File: src/rtl/xbus16_pkg.sv
package xbus16_pkg;
    localparam int BYTE_W = 8;

    typedef enum logic [2:0] {
        ST_IDLE,
        ST_ALE,
        ST_SETUP,
        ST_STROBE,
        ST_HOLD
    } bus_state_e;

    typedef struct packed {
        logic              is_write;
        logic              wide;
        logic              stretch;
        logic [BYTE_W-1:0] addr_lo;
        logic [BYTE_W-1:0] addr_hi;
        logic [BYTE_W-1:0] wdata_lo;
    } bus_req_t;
endpackage

File: src/rtl/xbus16_addr_sel.sv
module xbus16_addr_sel
    import xbus16_pkg::*;
(
    input  logic              indirect_i,
    input  logic              page_dis_i,
    input  logic [2*BYTE_W-1:0] ptr_i,
    input  logic [BYTE_W-1:0] ind_i,
    input  logic [BYTE_W-1:0] latch_i,
    output logic [BYTE_W-1:0] lo_o,
    output logic [BYTE_W-1:0] hi_o
);
    always_comb begin
        lo_o = indirect_i ? ind_i : ptr_i[BYTE_W-1:0];
        hi_o = (indirect_i || page_dis_i) ? latch_i : ptr_i[2*BYTE_W-1:BYTE_W];
    end
endmodule

File: src/rtl/xbus16_seq.sv
module xbus16_seq
    import xbus16_pkg::*;
#(
    parameter int SHORT_STROBE = 3,
    parameter int LONG_STROBE  = 15
) (
    input  logic       clk,
    input  logic       rst_n,
    input  logic       start_i,
    input  logic       stretch_i,
    output bus_state_e state_o,
    output logic       strobe_last_o
);
    localparam int CNT_W = $clog2(LONG_STROBE + 1);
    localparam logic [CNT_W-1:0] SHORT_LAST = CNT_W'(SHORT_STROBE - 1);
    localparam logic [CNT_W-1:0] LONG_LAST  = CNT_W'(LONG_STROBE - 1);

    bus_state_e       state_q, state_d;
    logic [CNT_W-1:0] cnt_q;
    logic             last;

    assign last          = (state_q == ST_STROBE) &&
                           (cnt_q == (stretch_i ? LONG_LAST : SHORT_LAST));
    assign state_o       = state_q;
    assign strobe_last_o = last;

    always_comb begin
        state_d = state_q;
        unique case (state_q)
            ST_IDLE:   if (start_i) state_d = ST_ALE;
            ST_ALE:    state_d = ST_SETUP;
            ST_SETUP:  state_d = ST_STROBE;
            ST_STROBE: if (last) state_d = ST_HOLD;
            ST_HOLD:   state_d = ST_IDLE;
            default:   state_d = ST_IDLE;
        endcase
    end

    always_ff @(posedge clk or negedge rst_n) begin
        if (!rst_n) begin
            state_q <= ST_IDLE;
            cnt_q   <= '0;
        end else begin
            state_q <= state_d;
            if (state_q == ST_STROBE) cnt_q <= cnt_q + 1'b1;
            else                      cnt_q <= '0;
        end
    end
endmodule

File: src/rtl/xbus16_hi_reg.sv
module xbus16_hi_reg
    import xbus16_pkg::*;
(
    input  logic              clk,
    input  logic              rst_n,
    input  logic              sw_wr_i,
    input  logic [BYTE_W-1:0] sw_data_i,
    input  logic              cap_i,
    input  logic [BYTE_W-1:0] cap_data_i,
    output logic [BYTE_W-1:0] q_o
);
    always_ff @(posedge clk or negedge rst_n) begin
        if (!rst_n)       q_o <= '0;
        else if (cap_i)   q_o <= cap_data_i;
        else if (sw_wr_i) q_o <= sw_data_i;
    end
endmodule

File: src/rtl/xbus16_ctrl.sv
module xbus16_ctrl
    import xbus16_pkg::*;
#(
    parameter int SHORT_STROBE = 3,
    parameter int LONG_STROBE  = 15
) (
    input  logic        clk,
    input  logic        rst_n,
    input  logic        req_i,
    input  logic        req_write_i,
    input  logic        req_indirect_i,
    input  logic        wide_en_i,
    input  logic        stretch_en_i,
    input  logic        page_dis_i,
    input  logic [15:0] ptr_addr_i,
    input  logic [7:0]  ind_addr_i,
    input  logic [7:0]  p2_latch_i,
    input  logic [7:0]  acc_wdata_i,
    input  logic        hb_wr_i,
    input  logic [7:0]  hb_wdata_i,
    input  logic [7:0]  p0_i,
    input  logic [7:0]  p2_i,
    output logic [7:0]  p0_o,
    output logic        p0_oe_o,
    output logic [7:0]  p2_o,
    output logic        p2_oe_o,
    output logic        ale_o,
    output logic        rd_n_o,
    output logic        wr_n_o,
    output logic        busy_o,
    output logic        done_o,
    output logic [7:0]  acc_rdata_o,
    output logic [7:0]  hb_rdata_o
);
    bus_state_e        state;
    logic              strobe_last;
    logic              start;
    logic              rd_capture;
    logic [BYTE_W-1:0] sel_lo, sel_hi;
    bus_req_t          cur_q;

    assign start = req_i && (state == ST_IDLE);

    xbus16_addr_sel u_addr (
        .indirect_i (req_indirect_i),
        .page_dis_i (page_dis_i),
        .ptr_i      (ptr_addr_i),
        .ind_i      (ind_addr_i),
        .latch_i    (p2_latch_i),
        .lo_o       (sel_lo),
        .hi_o       (sel_hi)
    );

    xbus16_seq #(
        .SHORT_STROBE (SHORT_STROBE),
        .LONG_STROBE  (LONG_STROBE)
    ) u_seq (
        .clk           (clk),
        .rst_n         (rst_n),
        .start_i       (start),
        .stretch_i     (cur_q.stretch),
        .state_o       (state),
        .strobe_last_o (strobe_last)
    );

    // request snapshot taken when a cycle is accepted
    always_ff @(posedge clk or negedge rst_n) begin
        if (!rst_n) begin
            cur_q <= '0;
        end else if (start) begin
            cur_q.is_write <= req_write_i;
            cur_q.wide     <= wide_en_i;
            cur_q.stretch  <= stretch_en_i;
            cur_q.addr_lo  <= sel_lo;
            cur_q.addr_hi  <= sel_hi;
            cur_q.wdata_lo <= acc_wdata_i;
        end
    end

    assign rd_capture = strobe_last && !cur_q.is_write;

    always_ff @(posedge clk or negedge rst_n) begin
        if (!rst_n)          acc_rdata_o <= '0;
        else if (rd_capture) acc_rdata_o <= p0_i;
    end

    xbus16_hi_reg u_hi (
        .clk        (clk),
        .rst_n      (rst_n),
        .sw_wr_i    (hb_wr_i && (state == ST_IDLE)),
        .sw_data_i  (hb_wdata_i),
        .cap_i      (rd_capture && cur_q.wide),
        .cap_data_i (p2_i),
        .q_o        (hb_rdata_o)
    );

    // Moore outputs decoded from the sequencer state
    always_comb begin
        p0_o    = '0;
        p0_oe_o = 1'b0;
        p2_o    = '0;
        p2_oe_o = 1'b0;
        ale_o   = 1'b0;
        rd_n_o  = 1'b1;
        wr_n_o  = 1'b1;
        busy_o  = 1'b1;
        done_o  = 1'b0;
        unique case (state)
            ST_IDLE: busy_o = 1'b0;
            ST_ALE: begin
                ale_o   = 1'b1;
                p0_o    = cur_q.addr_lo;
                p0_oe_o = 1'b1;
                p2_o    = cur_q.addr_hi;
                p2_oe_o = 1'b1;
            end
            ST_SETUP, ST_STROBE, ST_HOLD: begin
                if (cur_q.is_write) begin
                    p0_o    = cur_q.wdata_lo;
                    p0_oe_o = 1'b1;
                end
                if (!cur_q.wide) begin
                    p2_o    = cur_q.addr_hi;
                    p2_oe_o = 1'b1;
                end else if (cur_q.is_write) begin
                    p2_o    = hb_rdata_o;
                    p2_oe_o = 1'b1;
                end
                if (state == ST_STROBE) begin
                    rd_n_o = cur_q.is_write;
                    wr_n_o = !cur_q.is_write;
                end
                done_o = (state == ST_HOLD);
            end
            default: busy_o = 1'b0;
        endcase
    end
endmodule

File: config.mk
export PLATFORM = sky130hd
export DESIGN_NAME = xbus16_ctrl
export DESIGN_NICKNAME = d
export VERILOG_FILES = /design/src/rtl/xbus16_pkg.sv /design/src/rtl/xbus16_addr_sel.sv /design/src/rtl/xbus16_seq.sv /design/src/rtl/xbus16_hi_reg.sv /design/src/rtl/xbus16_ctrl.sv
export SDC_FILE = /design/constraint.sdc
export NUM_CORES = 1
export LEC_CHECK = 0
export CORE_AREA = 5 5 83 85
export CTS_CLUSTER_DIAMETER = 100
export DETAILED_ROUTE_END_ITERATION = 10
export DIE_AREA = 0 0 88 90
export GPL_ROUTABILITY_DRIVEN = 0
export PLACE_DENSITY = 0.92
export SETUP_SLACK_MARGIN = 0.05
export SLEW_MARGIN = 20
export SYNTH_ARGS = -nofsm -noshare
export SYNTH_HDL_FRONTEND = slang
export SYNTH_HIERARCHICAL = 1
export SYNTH_SLANG_ARGS = --single-unit
File: constraint.sdc
create_clock -name clk -period 4.6 [get_ports clk]
set_clock_uncertainty 0.05 [all_clocks]
set_input_delay 1.15 -clock clk [delete_from_list [all_inputs] [get_ports clk]]
set_output_delay 1.15 -clock clk [all_outputs]
set_load 0.05 [all_outputs]
== Word level (Yosys, flattened, before mapping) ==
Cells that the tools add are included.
Storage, ports and cells
  register bits: 50
  output and inout bits: 39
Cells by class
  $add $sub $neg: 1
  equal/unequal tests: 7
  multiplexer cells: 25
  reductions and logical operators: 12
Operators by type and width (count)
  $mux 8: 7
  $pmux 8 s2: 2
  $pmux 3 s4: 1
  $mux 1: 9
  $mux 4: 2
  $eq 3x2->1 const B: 2
  $mux 3: 2
  $logic_and 1x1->1: 5
  $add 4x1->4 const B: 1
  $eq 4x4->1: 1
  $ne 2x2->1 const B: 2
  $pmux 1 s2: 2
  $reduce_or 4->1: 1
  $eq 3x1->1 const B: 1
  $eq 3x3->1 const B: 1
  $logic_not 3->1: 1
  $reduce_or 3->1: 1
  $reduce_and 2->1: 1
  $reduce_bool 2->1: 1
  $logic_not 1->1: 1
  $logic_or 1x1->1: 1

== Logic depth before layout (Yosys ltp) ==
Gate-level depths: netlist of run 1.
  depth after elaboration: 6
  gate-level depth with buffers: 9
  depth with buffers taken out: 8

== Hierarchy ==
The synthesis of run 1 kept the hierarchy.
By module, submodules not included
  xbus16_ctrl: instances 1, cells an instance 132, area an instance 1739.2 µm², sequential area each 875.8 µm²
  xbus16_hi_reg: instances 1, cells an instance 34, area an instance 372.9 µm², sequential area each 200.2 µm²
  xbus16_seq: instances 1, cells an instance 28, area an instance 321.6 µm², sequential area each 175.2 µm²
  xbus16_addr_sel: instances 1, cells an instance 18, area an instance 211.5 µm², sequential area each 0.0 µm²

== Worst setup path after synthesis of run 1 ==
OpenSTA, ideal clock, no wires.
  kind: flip-flop to output port
  from: reg u_seq.state_q[1] (netlist: u_seq/state_o[1])
  to: out p2_o[0]
  arrival: 2.660 ns
  setup slack: 0.740 ns
  stages on the path, launching flop included: 4
  path buffers: 0
  cells stage by stage: dfrtp_1 > nor3b_2 > nor2_1 > o21ai_0
On the way
  cells in the longest elaborated chain, start to end: 3
  elaborated cells between the ends (all ways): 6
  those cells by class: eq/ne: 4; mux: 1; reduce/logical: 1
Ends and longest elaborated chain
  start, declared: RTL line xbus16_seq.sv:18  | bus_state_e state_q, state_d;
  start signal, assigned: RTL line xbus16_seq.sv:44  | state_q <= state_d;
  $eq 3x2->1 or $eq 3x3->1 (tied branches): RTL line xbus16_ctrl.sv:108  | unique case (state)
  $reduce_or 3->1
  $pmux 8 s2 *: RTL line xbus16_ctrl.sv:108
  end, declared: RTL line xbus16_ctrl.sv:25  | output logic [7:0] p2_o,
Mark *: on every way between the ends. The rest lies on a longest branch, timed or not.

== Final worst setup path of run 1 ==
  from: reg u_seq.state_q[0] (netlist: u_seq/state_o[0])
  to: out p0_o[4]
On the way
  cells in the longest elaborated chain, start to end: 3
  elaborated cells between the ends (all ways): 6
  those cells by class: eq/ne: 4; mux: 1; reduce/logical: 1
Ends and longest elaborated chain
  $eq 3x2->1 or $eq 3x3->1 (tied branches): RTL line xbus16_ctrl.sv:108
  $reduce_or 3->1
  $pmux 8 s2 *: RTL line xbus16_ctrl.sv:108
  end, declared: RTL line xbus16_ctrl.sv:23  | output logic [7:0] p0_o,
Marked as above.

==> impl_metrics.env, run 1 <==
export IMPL_outcome="finished clean"
export IMPL_synth_seq_cells=50
export IMPL_grt_pass1_vias=2199
export IMPL_worstMarginPinSlew_ns=0.9080
export IMPL_finalSetupViolCount=0
export IMPL_synthXorXnorAreaFrac_pct=0.6623
export IMPL_fin_crit_ns=3.920
export IMPL_fmax_mhz=255.1
export IMPL_die_y_um=90
export IMPL_syn_area_um2=2645
export IMPL_muxShareOfSynthArea_pct=26.30
export IMPL_post_cts_resized=0
export IMPL_synth_edf_count=0
export IMPL_avgRoutedWirePerCell_um=16.87
export IMPL_clock_path_buffers=2
export IMPL_power_density_nw_per_um2=738.2
export IMPL_diodes=0
export IMPL_syn_nets=287
export IMPL_drc_errors=0
export IMPL_antenna_found_initial=0
export IMPL_yosysUniqueCellTypes=38
export IMPL_ys_flop_type="dfrtp_1"
export IMPL_drive_gt1_share_pct=21.81
export IMPL_synthSimpleGateAreaFrac_pct=9.886
export IMPL_drt_iter0_drc=119
export IMPL_clk_pin_slew_ns=0.09
export IMPL_ir_drop_v=0.0003768
export IMPL_cp_required_ns=3.40
export IMPL_ys_warn_count=6
export IMPL_postCtsHoldBufs=0
export IMPL_ff2ff_setup_slack_ns=1.93
export IMPL_nets=395
export IMPL_cp_max_fo=12
export IMPL_port_buffers=111
export IMPL_arrival_ns=2.72
export IMPL_hp_start="u_seq/cnt_q[0]"
export IMPL_final_core_util_pct=62.95
export IMPL_min_to="u_seq/cnt_q[0]"
export IMPL_hold_viol=0
export IMPL_num_rows=29
export IMPL_r2r_start="u_seq/cnt_q[2]"
export IMPL_avgSynthCellArea_um2=12.48
export IMPL_reg2reg_to="u_hi/q_o[3]"
export IMPL_async_reset_ff_share_pct=100.0
export IMPL_avgViaCountPerCell=5.178
export IMPL_die_x_um=88
export IMPL_cts_root_buffer="clkbuf_8"
export IMPL_path_class="reg -> out"
export IMPL_rsz0062_at_grt="false"
export IMPL_synth_compound_area_share_pct=10.08
export IMPL_synth_top_family_by_area="multiplexers"
export IMPL_grt_ovfl_total=0
export IMPL_synth_seq_area_share_pct=47.30
export IMPL_synth_top_area_share_pct=47.30
export IMPL_synthTopCellsByArea="dfrtp_1, mux2_2, mux2_4, mux2i_1, a22o_1"
export IMPL_slew_limit_headroom_pct=39.24
export IMPL_slew_viol_final=0
export IMPL_core_area_um2=6132
export IMPL_clk_latency_ns=0.30
export IMPL_cts_tree="yes"
export IMPL_htreeDepth=2
export IMPL_dieArea_um2=7920
export IMPL_p_leak_nw=1.563
export IMPL_start_kind="flop"
export IMPL_whs_path_depth=1
export IMPL_reg2reg_depth=7
export IMPL_post_route_period_util_pct=85.22
export IMPL_syn_inst=212
export IMPL_cts_sinks=50
export IMPL_worstHoldPathType="reg -> reg"
export IMPL_area_growth_pct=45.93
export IMPL_ioPinCount=112
export IMPL_wl_um=6714
export IMPL_synth_top_area_cell="dfrtp_1"
export IMPL_drv_cap=0
export IMPL_post_dp_hpwl_um=5230
export IMPL_firstDrtPassIters=4
export IMPL_cts_buffers=5
export IMPL_start_util_pct=43.13
export IMPL_postCtsSetupBuffers=0
export IMPL_vias=2061
export IMPL_synth_adder_area_share_pct=0.9461
export IMPL_final_setup_tns_ns=0
export IMPL_grt_usage_pct=17.36
export IMPL_end_kind="primary output"
export IMPL_grt_pass1_wl_um=10810
export IMPL_drtAntennaViolNets=0
export IMPL_grt_start_max_net_pins=51
-- routing by layer --
metal | share of wire (%) | track usage [%] | vias up | wire [um]
li1 | - | - | 977 | -
met1 | 39 | 19.99 | 998 | 2607
met2 | 52 | 30.09 | 69 | 3465
met3 | 7.0 | 4.570 | 17 | 472
met4 | 2.5 | 6.777 | 0 | 169
met5 | 0 | 0 | - | 0
-- how the worst max path moves through the flow --
stage                     startpoint  endpoint  slack [ns]  depth (start not counted)
floorplan           u_seq/state_o[1]   p2_o[0]        0.74                          3
global placement    u_seq/state_o[0]   p0_o[6]        1.17                          4
detailed placement  u_seq/state_o[0]   p0_o[5]        1.05                          4
CTS                 u_seq/state_o[0]   p0_o[4]        0.71                          4
global route        u_seq/state_o[0]   p0_o[5]        0.55                          4
finish              u_seq/state_o[0]   p0_o[4]        0.68                          4
-- state kept, by name, summed over array words and instances, names as in the netlist --
name / count
u_hi/q_o: 8
u_seq/cnt_q: 4
u_seq/state_o: 3
acc_rdata_o: 8
cur_q: 27
-- layout by cell type (no fill, tap or decap), types with 2 or more instances in the layout --
master	n
mux2i_1	8
ha_1	2
nor2_1	8
a22o_1	8
or3_1	2
clkdlybuf4s50_1	110
mux2_2	32
nand3_1	6
clkinvlp_4	2
and2b_2	3
nand2_1	17
mux2_4	17
dfrtp_1	50
nor3b_2	2
o21ai_0	10
o21bai_1	2
buf_4	2
o21ai_1	8
a22oi_1	7
clkbuf_8	5
inv_1	3
-- stage by stage --
stage	cell area, um2	hold WS, ns	std cells	power [mW]	setup WS [ns]
final	3860	0.4358	398	2.849	0.6798
after global routing	3860	0.4835	398	2.998	0.5526
after CTS	3857	0.4401	398	2.875	0.7067
after detailed placement	3744	0.4276	390	2.560	1.046
after global placement	3744	0.4165	390	2.507	1.172
after floorplan	2645	0.4036	212	1.970	0.7400
-- cell families after synthesis --
family / count (synthesis)
multiplexers: 57
flip-flops: 50
AND/OR/NAND/NOR: 47
AO/OA/AOI/OAI: 40
buffers and inverters: 14
XOR/XNOR: 2
adder cells (fa/ha/maj): 2
-- cell type report --
type	instances	area [um2]
Fill cell	489	2272
Multi-Input combinational cell	148	1271
Sequential cell	50	1251
Timing Repair Buffer	112	1116
Tap cell	77	96.34
Clock buffer	5	68.82
Clock inverter	3	45.04
Inverter	3	11.26
-- cell usage after synthesis, types with 2 or more instances --
cell / n
dfrtp_1: 50
mux2_2: 32
mux2_4: 17
nand2_1: 17
o21ai_0: 10
a22o_1: 8
mux2i_1: 8
nor2_1: 8
o21ai_1: 8
a22oi_1: 7
nand3_1: 6
and2b_2: 3
buf_12: 3
buf_2: 3
buf_6: 3
inv_1: 3
clkbuf_1: 2
ha_1: 2
o21bai_1: 2
or3_1: 2
-- report_power, final --
| part | switching [mW] | internal [mW] | leakage [nW] |
|---|---|---|---|
| clock | 0.144 | 0.162 | 0.0504 |
| combinational | 1.04 | 0.684 | 0.908 |
| sequential | 0.171 | 0.650 | 0.605 |
-- critical path, cell delays in order, from the launching register on --
cell and delay, ns:
dfrtp_1 0.52, nor3b_2 0.64, buf_4 0.29, a22o_1 0.17, clkdlybuf4s50_1 0.80
Power figures use the tool's default switching activity.
==> run 2: changes to the inputs <==
CAP_MARGIN = 40   (was default)
==> run 2 against run 1 <==
  * Via count down 0.34%
  * Clock-buffer cell count stayed put
  * Clock power increased by 17%
  * Worst hold slack about the same
  * Die area unchanged
  * Sequential power about the same
  * Routed wire length shrank 0.34%
  * Largest power group unchanged
==> impl_metrics.env, run 2 (same netlist as run 1, synthesis figures left out) <==
export IMPL_die_y_um=90
export IMPL_power_density_nw_per_um2=743.1
export IMPL_clk_pin_slew_ns=0.09
export IMPL_clock_path_buffers=2
export IMPL_port_buffers=111
export IMPL_grtUsageMet3_pct=4.753
export IMPL_seqPwrFrac_pct=28.2
export IMPL_start_kind="flop"
export IMPL_p_sw_mw=1.350
export IMPL_p_leak_nw=1.595
export IMPL_drtAntennaViolNets=0
export IMPL_cts_buffers=5
export IMPL_power_switching_share_pct=46.48
export IMPL_cp_required_ns=3.40
export IMPL_drt_iter0_drc=82
export IMPL_final_core_util_pct=63.74
export IMPL_post_dp_hpwl_um=5331
export IMPL_fin_crit_ns=3.882
export IMPL_drv_cap=0
export IMPL_worstMarginPinSlew_ns=0.6486
export IMPL_slew_limit_headroom_pct=56.57
export IMPL_wl_um=6691
export IMPL_finalSetupViolCount=0
export IMPL_final_cell_mix="clkdlybuf4s50_1, dfrtp_1, mux2_2, nand2_1, mux2_4"
export IMPL_slew_viol_final=0
export IMPL_post_cts_resized=0
export IMPL_num_rows=29
export IMPL_comb_power_share_pct=59.4
export IMPL_grt_pass1_vias=2220
export IMPL_met1_usage_pct=20.23
export IMPL_final_setup_tns_ns=0
export IMPL_antenna_found_initial=0
export IMPL_postCtsHoldBufs=0
export IMPL_hold_viol=0
export IMPL_p_int_mw=1.554
export IMPL_path_class="reg -> out"
export IMPL_area_growth_pct=47.78
export IMPL_start_util_pct=43.13
export IMPL_diodes=0
export IMPL_worstHoldPathType="reg -> reg"
export IMPL_crit_start="u_seq/state_o[0]"
export IMPL_cts_root_buffer="clkbuf_8"
export IMPL_drc_errors=0
export IMPL_avgRoutedWirePerCell_um=16.73
export IMPL_largest_reg_flops=27
export IMPL_cp_max_fo=12
export IMPL_top_regs="cur_q: 27 flops, acc_rdata_o: 8 flops, u_hi/q_o: 8 flops"
export IMPL_firstDrtPassIters=4
export IMPL_clk_latency_ns=0.29
export IMPL_grt_ovfl_total=0
export IMPL_hp_start="u_seq/cnt_q[0]"
export IMPL_ir_drop_v=0.0004515
export IMPL_post_route_period_util_pct=84.38
export IMPL_end_kind="primary output"
export IMPL_postCtsSetupBuffers=0
export IMPL_power_frac_clock_pct=12.3
export IMPL_top_register="cur_q"
export IMPL_nets=397
export IMPL_rsz0062_at_grt="false"
export IMPL_arrival_ns=2.68
export IMPL_avgViaCountPerCell=5.135
export IMPL_dieArea_um2=7920
export IMPL_ioPinCount=112
export IMPL_htreeDepth=2
export IMPL_core_area_um2=6132
export IMPL_fmax_mhz=257.6
export IMPL_drive_gt1_share_pct=22.29
export IMPL_grt_start_max_net_pins=34
export IMPL_cts_tree="yes"
export IMPL_r2r_start="u_seq/cnt_q[2]"
export IMPL_cts_sinks=50
export IMPL_final_common_cell="clkdlybuf4s50_1"
export IMPL_outcome="finished clean"
export IMPL_vias=2054
export IMPL_grt_pass1_wl_um=10860
export IMPL_die_x_um=88
export IMPL_grt_usage_pct=17.37
export IMPL_globalRouteMet2Util_pct=30.21
export IMPL_busiest_layer="met2"
[run 2: cell count changes in the layout (fill, tap and decap cells not counted)]
| cell | change |
|---|---|
| bufinv_16 | +1 |
| buf_12 | +1 |
| clkinv_4 | +1 |
| buf_2 | +1 |
| clkinvlp_4 | -2 |
[run 2: worst paths after layout]
kind / cells after the start / endpoint / slack (ns)
min in group asynchronous: 1 / cur_q[18] / 0.72
max: 4 / p0_o[4] / 0.72
min: 1 / u_seq/cnt_q[0] / 0.44
max in group asynchronous: 2 / acc_rdata_o[0] / 3.26
max reg2reg: 8 / u_hi/q_o[3] / 2.38
min reg2reg: 1 / u_seq/cnt_q[0] / 0.44
[run 2: critical path: stages (launching register included)]
cell,delay (ns)
dfrtp_1,0.51
nor3b_2,0.61
buf_4,0.29
a22o_1,0.17
clkdlybuf4s50_1,0.80
[run 2: layout make-up]
type	count	area, um2
Clock buffer	5	68.82
Clock inverter	3	68.82
Fill cell	488	2223
Inverter	3	11.26
Multi-Input combinational cell	148	1271
Sequential cell	50	1251
Tap cell	77	96.34
Timing Repair Buffer	114	1141
[run 2: routing by layer]
metal / up-vias / wire length (um)
met3: 12 / 499
met1: 992 / 2549
met4: 0 / 124
met5: - / 0
li1: 982 / -
met2: 68 / 3518
[run 2: per-stage QoR]
step           hold WS, ns  instances  power (mW)  cell area (um2)  setup WS [ns]
2_1_floorplan       0.4036        212       1.970             2645         0.7400
3_3_place_gp        0.4165        390       2.507             3744          1.172
3_5_place_dp        0.4276        391       2.564             3764          1.044
4_1_cts             0.4401        399       2.930             3901         0.7218
5_1_grt             0.4834        400       3.058             3909         0.6101
6_report            0.4359        400       2.904             3909         0.7184
[run 2: power by group through the flow]
stage	logic (mW)	registers [mW]	clock network [mW]
finish	1.73	0.820	0.359
global route	1.82	0.850	0.392
CTS	1.74	0.821	0.369
global placement	1.70	0.810	0
detailed placement	1.74	0.828	0
floorplan	0.946	1.02	0
